==> src/rtl/lpq_pkg.sv <==
package lpq_pkg;
  typedef enum logic [2:0] {
    ST_RUN, ST_DRAIN, ST_WAIT_MIN, ST_ACK_GATING, ST_GATED, ST_EXIT
  } lpq_state_e;

  typedef enum logic {
    SRC_CMD, SRC_REQ
  } lpq_src_e;
endpackage

==> src/rtl/lpq_drain_mon.sv <==
module lpq_drain_mon #(
  parameter int NUM_BUSY = 6
) (
  input  logic [NUM_BUSY-1:0] busy,
  output logic                quiet
);
  logic [NUM_BUSY:0] chain;
  assign chain[0] = 1'b1;
  for (genvar g = 0; g < NUM_BUSY; g++) begin : g_chain
    assign chain[g+1] = chain[g] & ~busy[g];
  end
  assign quiet = chain[NUM_BUSY];
endmodule

==> src/rtl/lpq_sat_cnt.sv <==
module lpq_sat_cnt #(
  parameter int W   = 5,
  parameter int MAX = 19
) (
  input  logic         clk,
  input  logic         rst_n,
  input  logic         clr,
  input  logic         inc,
  output logic [W-1:0] cnt
);
  localparam logic [W-1:0] LIM = W'(MAX);
  always_ff @(posedge clk or negedge rst_n) begin
    if (!rst_n)                 cnt <= '0;
    else if (clr)               cnt <= '0;
    else if (inc && cnt != LIM) cnt <= cnt + 1'b1;
  end
endmodule

==> src/rtl/lpq_fsm.sv <==
module lpq_fsm
  import lpq_pkg::*;
#(
  parameter int MIN_REQ_CYC    = 20,
  parameter int GATE_CLOSE_CYC = 8,
  parameter int CW             = 5
) (
  input  logic          clk,
  input  logic          rst_n,
  input  logic          wfi_cmd,
  input  logic          stop_req,
  input  logic          quiet,
  input  logic          wake,
  input  logic [CW-1:0] cnt,
  output lpq_state_e    state,
  output lpq_src_e      src,
  output logic          cnt_clr,
  output logic          pf_abort
);
  localparam logic [CW-1:0] MIN_LIM   = CW'(MIN_REQ_CYC - 1);
  localparam logic [CW-1:0] CLOSE_LIM = CW'(GATE_CLOSE_CYC - 2);

  lpq_state_e nxt;
  lpq_src_e   nsrc;
  logic       min_met, close_met, leave, take;

  assign min_met   = cnt >= MIN_LIM;
  assign close_met = cnt >= CLOSE_LIM;
  assign leave     = (src == SRC_CMD) ? wake : !stop_req;
  assign take      = (state == ST_RUN) && (stop_req || wfi_cmd);

  always_comb begin
    nxt     = state;
    nsrc    = src;
    cnt_clr = 1'b0;
    unique case (state)
      ST_RUN: begin
        if (take) begin
          nxt     = ST_DRAIN;
          nsrc    = stop_req ? SRC_REQ : SRC_CMD;
          cnt_clr = 1'b1;
        end
      end
      ST_DRAIN: begin
        if (src == SRC_CMD) begin
          if (wake) nxt = ST_RUN;
          else if (quiet) begin
            nxt     = ST_ACK_GATING;
            cnt_clr = 1'b1;
          end
        end else if (quiet) begin
          if (min_met) begin
            nxt     = ST_ACK_GATING;
            cnt_clr = 1'b1;
          end else begin
            nxt = ST_WAIT_MIN;
          end
        end
      end
      ST_WAIT_MIN: begin
        if (min_met) begin
          nxt     = ST_ACK_GATING;
          cnt_clr = 1'b1;
        end
      end
      ST_ACK_GATING: begin
        if (leave)          nxt = ST_EXIT;
        else if (close_met) nxt = ST_GATED;
      end
      ST_GATED: if (leave) nxt = ST_EXIT;
      ST_EXIT:  nxt = ST_RUN;
      default:  nxt = ST_RUN;
    endcase
  end

  always_ff @(posedge clk or negedge rst_n) begin
    if (!rst_n) begin
      state    <= ST_RUN;
      src      <= SRC_CMD;
      pf_abort <= 1'b0;
    end else begin
      state    <= nxt;
      src      <= nsrc;
      pf_abort <= take;
    end
  end
endmodule

==> src/rtl/lpq_gate_ctl.sv <==
module lpq_gate_ctl
  import lpq_pkg::*;
(
  input  logic       clk,
  input  logic       rst_n,
  input  lpq_state_e state,
  input  logic       dbg_keep_clk,
  output logic       gate_en
);
  logic want_run;
  assign want_run = !((state == ST_GATED) && !dbg_keep_clk);

  always_ff @(negedge clk or negedge rst_n) begin
    if (!rst_n) gate_en <= 1'b1;
    else        gate_en <= want_run;
  end
endmodule

==> src/rtl/lp_quiesce_ctrl.sv <==
module lp_quiesce_ctrl
  import lpq_pkg::*;
#(
  parameter int NUM_BUSY       = 6,
  parameter int MIN_REQ_CYC    = 20,
  parameter int GATE_CLOSE_CYC = 8
) (
  input  logic                clk,
  input  logic                rst_n,
  input  logic                wfi_cmd,
  input  logic                stop_req,
  input  logic [NUM_BUSY-1:0] busy,
  input  logic                irq_n,
  input  logic                fiq_n,
  input  logic                dbg_halt,
  input  logic                dbg_keep_clk,
  output logic                pf_abort,
  output logic                standby,
  output logic                stop_ack,
  output logic                gate_en
);
  localparam int CNT_MAX = (MIN_REQ_CYC - 1 > GATE_CLOSE_CYC - 2) ?
                           MIN_REQ_CYC - 1 : GATE_CLOSE_CYC - 2;
  localparam int CW = (CNT_MAX < 2) ? 1 : $clog2(CNT_MAX + 1);

  logic          quiet, wake, cnt_clr, hs_on;
  logic [CW-1:0] cnt;
  lpq_state_e    state;
  lpq_src_e      src;

  assign wake = !irq_n || !fiq_n || (dbg_halt && dbg_keep_clk);

  lpq_drain_mon #(.NUM_BUSY(NUM_BUSY)) u_drain (.busy(busy), .quiet(quiet));

  lpq_sat_cnt #(.W(CW), .MAX(CNT_MAX)) u_cnt (
    .clk(clk), .rst_n(rst_n), .clr(cnt_clr), .inc(1'b1), .cnt(cnt)
  );

  lpq_fsm #(.MIN_REQ_CYC(MIN_REQ_CYC), .GATE_CLOSE_CYC(GATE_CLOSE_CYC), .CW(CW)) u_fsm (
    .clk(clk), .rst_n(rst_n), .wfi_cmd(wfi_cmd), .stop_req(stop_req),
    .quiet(quiet), .wake(wake), .cnt(cnt), .state(state), .src(src),
    .cnt_clr(cnt_clr), .pf_abort(pf_abort)
  );

  lpq_gate_ctl u_gate (
    .clk(clk), .rst_n(rst_n), .state(state), .dbg_keep_clk(dbg_keep_clk), .gate_en(gate_en)
  );

  assign hs_on    = (state == ST_ACK_GATING) || (state == ST_GATED) || (state == ST_EXIT);
  assign standby  = hs_on && (src == SRC_CMD);
  assign stop_ack = hs_on && (src == SRC_REQ);
endmodule

==> config.mk <==
export PLATFORM = sky130hd
export DESIGN_NAME = lp_quiesce_ctrl
export DESIGN_NICKNAME = d
export VERILOG_FILES = /design/src/rtl/lpq_pkg.sv /design/src/rtl/lpq_drain_mon.sv /design/src/rtl/lpq_sat_cnt.sv /design/src/rtl/lpq_fsm.sv /design/src/rtl/lpq_gate_ctl.sv /design/src/rtl/lp_quiesce_ctrl.sv
export SDC_FILE = /design/constraint.sdc
export NUM_CORES = 1
export LEC_CHECK = 0
export ABC_AREA = 1
export ABC_CLOCK_PERIOD_IN_PS = 1800
export BUFFER_PORTS_ARGS = -buffer_cell sky130_fd_sc_hd__buf_2
export CORE_AREA = 2 2 59 61
export CTS_BUF_LIST = sky130_fd_sc_hd__clkbuf_16
export CTS_CLUSTER_SIZE = 20
export DETAILED_ROUTE_END_ITERATION = 6
export DIE_AREA = 0 0 61 63
export PLACE_DENSITY_LB_ADDON = 0.12
export SLEW_MARGIN = 20
export SYNTH_ARGS = -nofsm -noshare
export SYNTH_HDL_FRONTEND = slang
export SYNTH_SLANG_ARGS = --single-unit
export TNS_END_PERCENT = 10
==> constraint.sdc <==
create_clock -name clk -period 1.8 [get_ports clk]
set_input_delay 0.27 -clock clk [delete_from_list [all_inputs] [get_ports clk]]
set_output_delay 0.27 -clock clk [all_outputs]
set_load 0.005 [all_outputs]
==> results of run 1 <==
==> power groups by stage <==
stage	clock [mW]	sequential, mW	combinational, mW
after floorplan	0.00695	0.441	0.579
after global routing	0.433	0.448	0.980
after CTS	0.422	0.433	0.839
after global placement	0.00695	0.435	0.832
after detailed placement	0.00695	0.436	0.833
final	0.410	0.431	0.822
==> per-layer routing <==
layer,vias to the layer above,GRT usage,part of all wire,wire length (um)
met2,18,0.1815,0.46,835
li1,425,-,-,-
met3,4,0.01863,0.034,61
met5,-,0,0,0
met1,357,0.1380,0.48,861
met4,0,0.07337,0.025,46
==> state kept, by name (all words and copies together) (netlist names) <==
signal and count:
u_cnt.cnt 5, u_fsm.state 3, u_fsm.pf_abort 1, u_fsm.src 1, u_gate.gate_en 1
==> layout by cell type, fill, tap and decap left out <==
master and n:
sky130_fd_sc_hd__a21oi_1 1, sky130_fd_sc_hd__buf_2 17, sky130_fd_sc_hd__buf_4 5, sky130_fd_sc_hd__clkbuf_16 3
sky130_fd_sc_hd__dfrtp_1 10, sky130_fd_sc_hd__dfstp_2 1, sky130_fd_sc_hd__dlygate4sd3_1 1, sky130_fd_sc_hd__ha_1 2
sky130_fd_sc_hd__inv_1 16, sky130_fd_sc_hd__inv_2 4, sky130_fd_sc_hd__nand2_1 42, sky130_fd_sc_hd__nand3_1 9
sky130_fd_sc_hd__nand3_2 2, sky130_fd_sc_hd__nand4_1 1, sky130_fd_sc_hd__nor2_1 19, sky130_fd_sc_hd__nor2_2 2
sky130_fd_sc_hd__nor3_1 1, sky130_fd_sc_hd__nor3_2 1, sky130_fd_sc_hd__o21ai_0 3, sky130_fd_sc_hd__o21ai_1 1
sky130_fd_sc_hd__o21ai_2 2, sky130_fd_sc_hd__or2_2 1, sky130_fd_sc_hd__or2_4 1, sky130_fd_sc_hd__xor2_1 3
==> synthesized netlist by cell type <==
master / count
sky130_fd_sc_hd__a21oi_1: 1
sky130_fd_sc_hd__dfrtp_1: 10
sky130_fd_sc_hd__dfstp_2: 1
sky130_fd_sc_hd__ha_1: 2
sky130_fd_sc_hd__inv_1: 16
sky130_fd_sc_hd__inv_2: 3
sky130_fd_sc_hd__nand2_1: 42
sky130_fd_sc_hd__nand3_1: 10
sky130_fd_sc_hd__nand3_2: 1
sky130_fd_sc_hd__nand4_1: 1
sky130_fd_sc_hd__nor2_1: 19
sky130_fd_sc_hd__nor2_2: 2
sky130_fd_sc_hd__nor3_1: 1
sky130_fd_sc_hd__nor3_2: 1
sky130_fd_sc_hd__o21ai_0: 3
sky130_fd_sc_hd__o21ai_1: 1
sky130_fd_sc_hd__o21ai_2: 2
sky130_fd_sc_hd__or2_2: 2
sky130_fd_sc_hd__xor2_1: 3
==> kinds of logic after synthesis <==
| kind of cell | after synthesis | share of synthesized area |
|---|---|---|
| AND/OR/NAND/NOR | 79 | 0.4316 |
| buffers and inverters | 19 | 0.09179 |
| flip-flops | 11 | 0.3559 |
| AO/OA/AOI/OAI | 7 | 0.05474 |
| XOR/XNOR | 3 | 0.03382 |
| adder cells (fa/ha/maj) | 2 | 0.03220 |
==> timing repair <==
item,in CTS,in global routing
hold endpoints to repair,10,0
hold buffers,1,0
gates resized for setup,0,0
pin swaps,0,0
setup endpoints to repair,1,1
setup buffers,0,0
==> through the flow <==
step	area [um2]	cells	utilization
final	1054	194	0.3260
after global placement	964.7	189	0.2985
after floorplan	784.5	121	-
after CTS	1054	194	0.3260
after global routing	1054	194	0.3260
after detailed placement	964.7	189	0.2985
==> area by class of cell <==
| type | instances | area (um2) | area share |
|---|---|---|---|
| multi-input cells | 91 | 436.7 | 0.4145 |
| flip-flops and latches | 11 | 276.5 | 0.2625 |
| repair buffers | 23 | 132.6 | 0.1259 |
| clock buffers | 3 | 75.07 | 0.07126 |
| inverters | 18 | 67.56 | 0.06413 |
| well taps | 46 | 57.56 | 0.05463 |
| clock inverters | 2 | 7.507 | 0.007126 |
==> tightest hold or removal path, cell delays in order <==
cell,delay [ns]
sky130_fd_sc_hd__buf_2,0.10
sky130_fd_sc_hd__o21ai_2,0.07
sky130_fd_sc_hd__inv_1,0.05
==> path summary, 6_finish.rpt <==
check / depth (start not counted) / end / start
worst max register to register: 3 / u_gate.gate_en / u_fsm.state[1]
worst min register to register: 2 / u_fsm.src / u_fsm.src
max in group asynchronous: 2 / u_gate.gate_en / rst_n
min in group asynchronous: 3 / u_fsm.state[2] / rst_n
worst min-delay path: 3 / u_fsm.pf_abort / wfi_cmd
worst max-delay path: 1 / gate_en / u_gate.gate_en
==> results.md, run 1 <==
Run status:
- The flow ran to the end, but the final reports show violations.
- The final reports fail on setup timing.

STA:
- For the pin with the worst max-slew slack, the measured transition is 0.3061 ns.
- Setup repair after global routing could not meet its margin everywhere.
- Setup slack on the critical path of the routed design comes to -0.2784 ns.
- Setup total negative slack on the finished layout was measured at -0.2784 ns.
- The final number of hold-violating endpoints is 0.
- On the final layout, the worst clock skew is 0.07420 ns.
- The worst pin sits at a relative slew slack of 0.7943.
- Final hold analysis gives a worst-case slack of 0.2774 ns.
- The final-report setup violation count is 1.
- The final-report max-slew violation count was 0.

Pwr:
- Internal power comes to 968.7 uW.
- The design draws about 1.7 mW.
- The switching power as a share of total power is 0.4174.
- Of the total power, registers draw 0.259.
- The part of the power in combinational logic is 0.494.
- The worst vdd rail ir drop is approximately 470 uV.
- For this design the static power due to leakage is about 0.6 nW.
- Dividing total power by cell area gives a power density of between 1500 and 2000 mW/mm2.
- The power spent charging and discharging nets is 693.9 uW.
- The share of total power dissipated in the clock network is 0.246.

Route:
- The routed design has 1804 um of wire.
- The number of nets still failing antenna checks after routing is 0.
- The first TritonRoute pass finished after 2 iterations.
- After detailed routing, the number of remaining DRC violations is 0.
- The first routing iteration left 20 violations.
- The vias per cell is 4.144.
- The via count is 804.
- The wire length per cell is 9.299 um.

Placement:
- The number of port buffers is 17.
- The congestion estimate from routability-driven global placement came to just over 0.8.
- The worst slack after detailed placement is 0.04061 ns.
- The post-DP HPWL is ~1500 um.

Logic synthesis:
- The fraction of post-synthesis cell area in the top cell type by area is 0.3221.
- The sequential cell area fraction in the yosys report is 0.3559.
- The number of distinct standard cells referenced by the synthesized netlist is 19.
- The netlist area before placement is between 700 and 800 um2.
- The biggest area contributor in the post-synthesis netlist is sky130_fd_sc_hd__dfrtp_1.
- The count of state elements after synthesis is 11.
- The number of standard cells after synthesis is about 120.
- The average cell area after synthesis is 6.421 um2.
- The post-synth net total is 137.
- The count of yosys warnings during synthesis is 0.
- After synthesis, the cell types taking the most area are sky130_fd_sc_hd__dfrtp_1 32%, sky130_fd_sc_hd__nand2_1 20%, sky130_fd_sc_hd__nor2_1 9.2%, sky130_fd_sc_hd__inv_1 7.7%, sky130_fd_sc_hd__nand3_1 6.4%.

Floorplan:
- The full die area is around 0.0038 mm2.
- The initialized floorplan defines 21 standard-cell rows.
- Pin placement for this block handled 18 I/O pins.
- The effective utilization at floorplan is 0.2404.
- The chip height is about 63 um.
- The placeable core region is 0.003232 mm2.
- The die extent in x is 61 um.

Critical path:
- The type of element capturing the critical path is an output port.
- STA classifies the critical path startpoint as a register.
- For this run, the slowest stage of the critical path takes 0.50 ns.
- The highest-delay cell along the critical path is sky130_fd_sc_hd__dfstp_2.
- The signal on the critical path passes through buf_2.
- In this run the worst path has a maximum fanout of 1.
- At the worst endpoint, the arrival time is roughly 1.8 ns.
- At the worst endpoint, the required time is around 1.5 ns.
- Across all register-to-register paths, the minimum setup slack is 0.15 ns.
- In this design, the largest share of critical-path delay is due to flip-flops.
- The number of buffer and inverter stages on the critical path is 1.
- The type of the worst setup path is register to output port.

Clock network:
- The number of H-tree levels is 1.
- The clock net sink count is 11.
- The CTS tree is yes.
- For the worst-skew pair, the clock arrives at the later sink with an insertion delay of between 0.3 and 0.4 ns.
- The buffer type at the clock tree root is sky130_fd_sc_hd__clkbuf_16.
- After clock tree synthesis, the clock-pin slew on the worst setup and hold paths is 0.04 ns.
- Buffers inserted during clock tree synthesis total 3.
- Counting along the longest clock path gives a buffer depth of 2.

Flow run:
- The number of max-capacitance violations reported is 0.

Layout:
- Compared with the post-synthesis result, the final layout area differs by 35.59%.
- The net count of the finished layout is 165.
- In the final layout, the share of cells above drive strength 1 is 0.2635.
- The repair_antennas step left the layout with diodes totalling 0.
- The final-layout fill cell count is roughly 380.

Global route:
- The via count of the first global-routing pass is 790.
- The wire length of the first global-routing pass is ~3300 um.
- The pin count of the biggest net entering global routing is 11.
- The number of antenna violations at the first check in global routing is 0.
- The total routing usage reported by global routing is 0.1144.
- For this run the aggregate overflow at the end of global routing stands at 0.

Worst hold path:
- The classification of the worst-slack hold path is input pin to register.
No activity file was read; power rests on OpenSTA's default activity.
==> inputs of run 2 (changes only) <==
- CORE_AREA: 2 2 59 61 -> 2 2 43 45
- DIE_AREA: 0 0 61 63 -> 0 0 45 47
==> results.md, run 2 (synthesis gave the netlist of run 1 again) <==
STA:
- The transition time at the pin with the least slew margin was 0.3034 ns (-0.002753 ns).
- Setup repair after global routing could not meet its margin everywhere.
- The final number of hold-violating endpoints came to 0 (unchanged).
- The worst slew slack as a fraction of its limit is 0.7962 (+0.001850).
- The minimum setup slack in the final design is -0.2826 ns (-0.004174 ns).
- The setup skew after layout came to 0.07410 ns (-0.00009940 ns).
- The final-report setup violation count came to 1 (unchanged).
- The worst slack on hold paths came to 0.2865 ns (+0.009103 ns).
- The final-report max-slew violation count came to 0 (unchanged).

Global route:
- The pin count of the biggest net entering global routing is 11 (unchanged).
- The remaining global-route overflow is 0 (unchanged).
- The total routing usage reported by global routing is 0.1979 (+0.08353).
- The via count of the first global-routing pass is 779 (-1.4%).
- The number of antenna violations at the first check in global routing is 0 (unchanged).
- The wire length of the first global-routing pass is 2973 um (-8.7%).

Pwr:
- The cell area power density is 1646 mW/mm2 (+4.3%).
- The leakage dissipation is 0.5942 nW (+0.66%).
- The worst vdd rail ir drop came to 913.2 uV (+92%).
- The total power of the final layout is 1.685 mW (+1.3%).

Clock network:
- The clock net sink count is 11 (unchanged).
- The TritonCTS buffer count is 3 (unchanged).
- The insertion delay to the later sink of the worst-skew pair is 0.31 ns (about the same).
- The tree is rooted in a sky130_fd_sc_hd__clkbuf_16.
- The number of H-tree levels is 1 (unchanged).
- The maximum buffer depth of the clock tree is 2 (unchanged).
- The clock-pin slew on the worst setup and hold paths was 0.04 ns (about the same).
- TritonCTS built the clock tree.

Floorplan:
- The effective utilization at floorplan is 0.4705 (+0.2300).
- The die extent in x is 45 um (-26%).
- The row count is 15 (-29%).
- The full die area is 0.002115 mm2 (-45%).
- The count of boundary I/O pins is 18 (unchanged).
- The chip height is 47 um (-25%).
- The placeable core region is 0.001652 mm2 (-49%).

Critical path:
- The setup path with the least slack is of type register to output port.
- Walking the worst path, the cells encountered are buf_6.
- The category of cells accounting for the largest share of critical-path delay is flip-flops.
- The slowest stage of the critical path is the sky130_fd_sc_hd__dfstp_2 cell.
- The number of buffer and inverter stages on the critical path is 1 (unchanged).
- The maximum fanout along the worst path is 1 (unchanged).
- The peak per-stage delay on the critical path was 0.51 ns (about the same).
- The worst path arrival time is 1.81 ns (about the same).
- The nature of the critical path startpoint is a register.
- STA classifies the critical path endpoint as an output port.
- The critical path data required time came to 1.53 ns (about the same).

Route:
- The count of unresolved DRC violations after routing is 0 (unchanged).
- The number of optimization iterations in the first detailed-route pass is 4 (+2).
- The number of violations reported at the end of detailed-routing iteration 0 is 7 (-65%).
- The wire length per cell is 10.58 um (+14%).
- The number of nets still failing antenna checks after routing came to 0 (unchanged).
- The vias per cell is 4.824 (+16%).
- The final routed wirelength across all metal layers came to 1746 um (-3.2%).
- The via count is 796 (-1.0%).

Layout:
- The count of antenna diodes in the layout is 0 (unchanged).
- The largest registers in the layout are u_cnt.cnt (5), u_fsm.state (3).
- The flip-flop count of the largest register after layout was 5 (unchanged).
- The summed area of non-filler cells in the final layout is 0.001023 mm2 (-2.9%).
- More flip-flops sit in one register than any other, and that register is u_cnt.cnt.
- The multi-input gate area in the final layout is 436.7 um2 (unchanged).
- The share of layout cells above drive strength 1 came to 0.2635 (unchanged).
- The final-layout fill cell count is 152 (-60%).
- The most frequent standard cell in the layout excluding fill and tap cells is sky130_fd_sc_hd__nand2_1.
- Leaving out fill and tap cells, the most frequent cells in the layout are 42 x sky130_fd_sc_hd__nand2_1, 19 x sky130_fd_sc_hd__nor2_1, 16 x sky130_fd_sc_hd__inv_1, 16 x sky130_fd_sc_hd__buf_2, 10 x sky130_fd_sc_hd__dfrtp_1.
- The number of nets in the layout is 165 (unchanged).
- The total area of sequential cells came to 276.5 um2 (unchanged).
- The area growth from synthesis to final layout is 31.72%.
- The number of non-filler instances in the completed layout came to 165 (-15%).

Run status:
- The checks that failed: setup timing.
- The run finished, with violations left.

Worst hold path:
- The path class of the tightest hold or removal check is input pin to register.

Placement:
- The worst slack after detailed placement was 0.04565 ns (+0.005036 ns).
- The post-DP HPWL is 1396 um (-8.5%).
- The post-place instance area is 928.4 um2 (-3.8%).
- The global placement routability congestion is 0.8875 (+10%).
- The number of port buffers is 17 (unchanged).
- The placed cell count was 160 (-15%).

Flow run:
- The number of max-capacitance violations reported is 0 (unchanged).
run 2: routing by layer:
layer  up-vias  wire, um  global-route usage
met2        20       911              0.3800
met3         5        63             0.03462
met4         0        35              0.1000
li1        421         -                   -
met1       350       736              0.2057
met5         -         0                   0
run 2: final cells by class:
cell class | instances | share of cell area
Timing Repair Buffer | 23 | 0.1357
Clock buffer | 3 | 0.07335
Inverter | 18 | 0.06601
Tap cell | 17 | 0.02078
Multi-Input combinational cell | 91 | 0.4267
Sequential cell | 11 | 0.2702
Clock inverter | 2 | 0.007335
run 2: metrics by stage:
stage                     setup TNS [ns]  utilization
final                            -0.2826       0.6197
after global routing             -0.3023       0.6197
after CTS                        -0.2808       0.6159
after detailed placement               0       0.5621
after global placement                 0       0.5621
after floorplan                        0            -
run 2: path summary, 6_finish.rpt:
path | slack, ns | end | start | depth (start not counted)
min in group asynchronous | 0.53 | u_cnt.cnt[0] | rst_n | 3
max | -0.28 | gate_en | u_gate.gate_en | 1
max reg2reg | 0.11 | u_gate.gate_en | u_fsm.state[0] | 3
min | 0.29 | u_fsm.pf_abort | wfi_cmd | 3
max in group asynchronous | 0.43 | u_gate.gate_en | rst_n | 2
min reg2reg | 0.64 | u_fsm.state[1] | u_fsm.state[1] | 3
run 2: report_power, final:
part | switching (mW) | total (mW) | internal [mW]
Sequential | 0.0838 | 0.431 | 0.348
Clock | 0.116 | 0.411 | 0.295
Combinational | 0.506 | 0.842 | 0.336
run 2: timing repair:
action                                  CTS  global route
endpoints found under the setup margin    1             1
hold endpoints to repair                 10             0
pin swaps                                 0             0
gates resized for setup                   0             1
hold buffers                              1             0
buffers inserted                          0             0
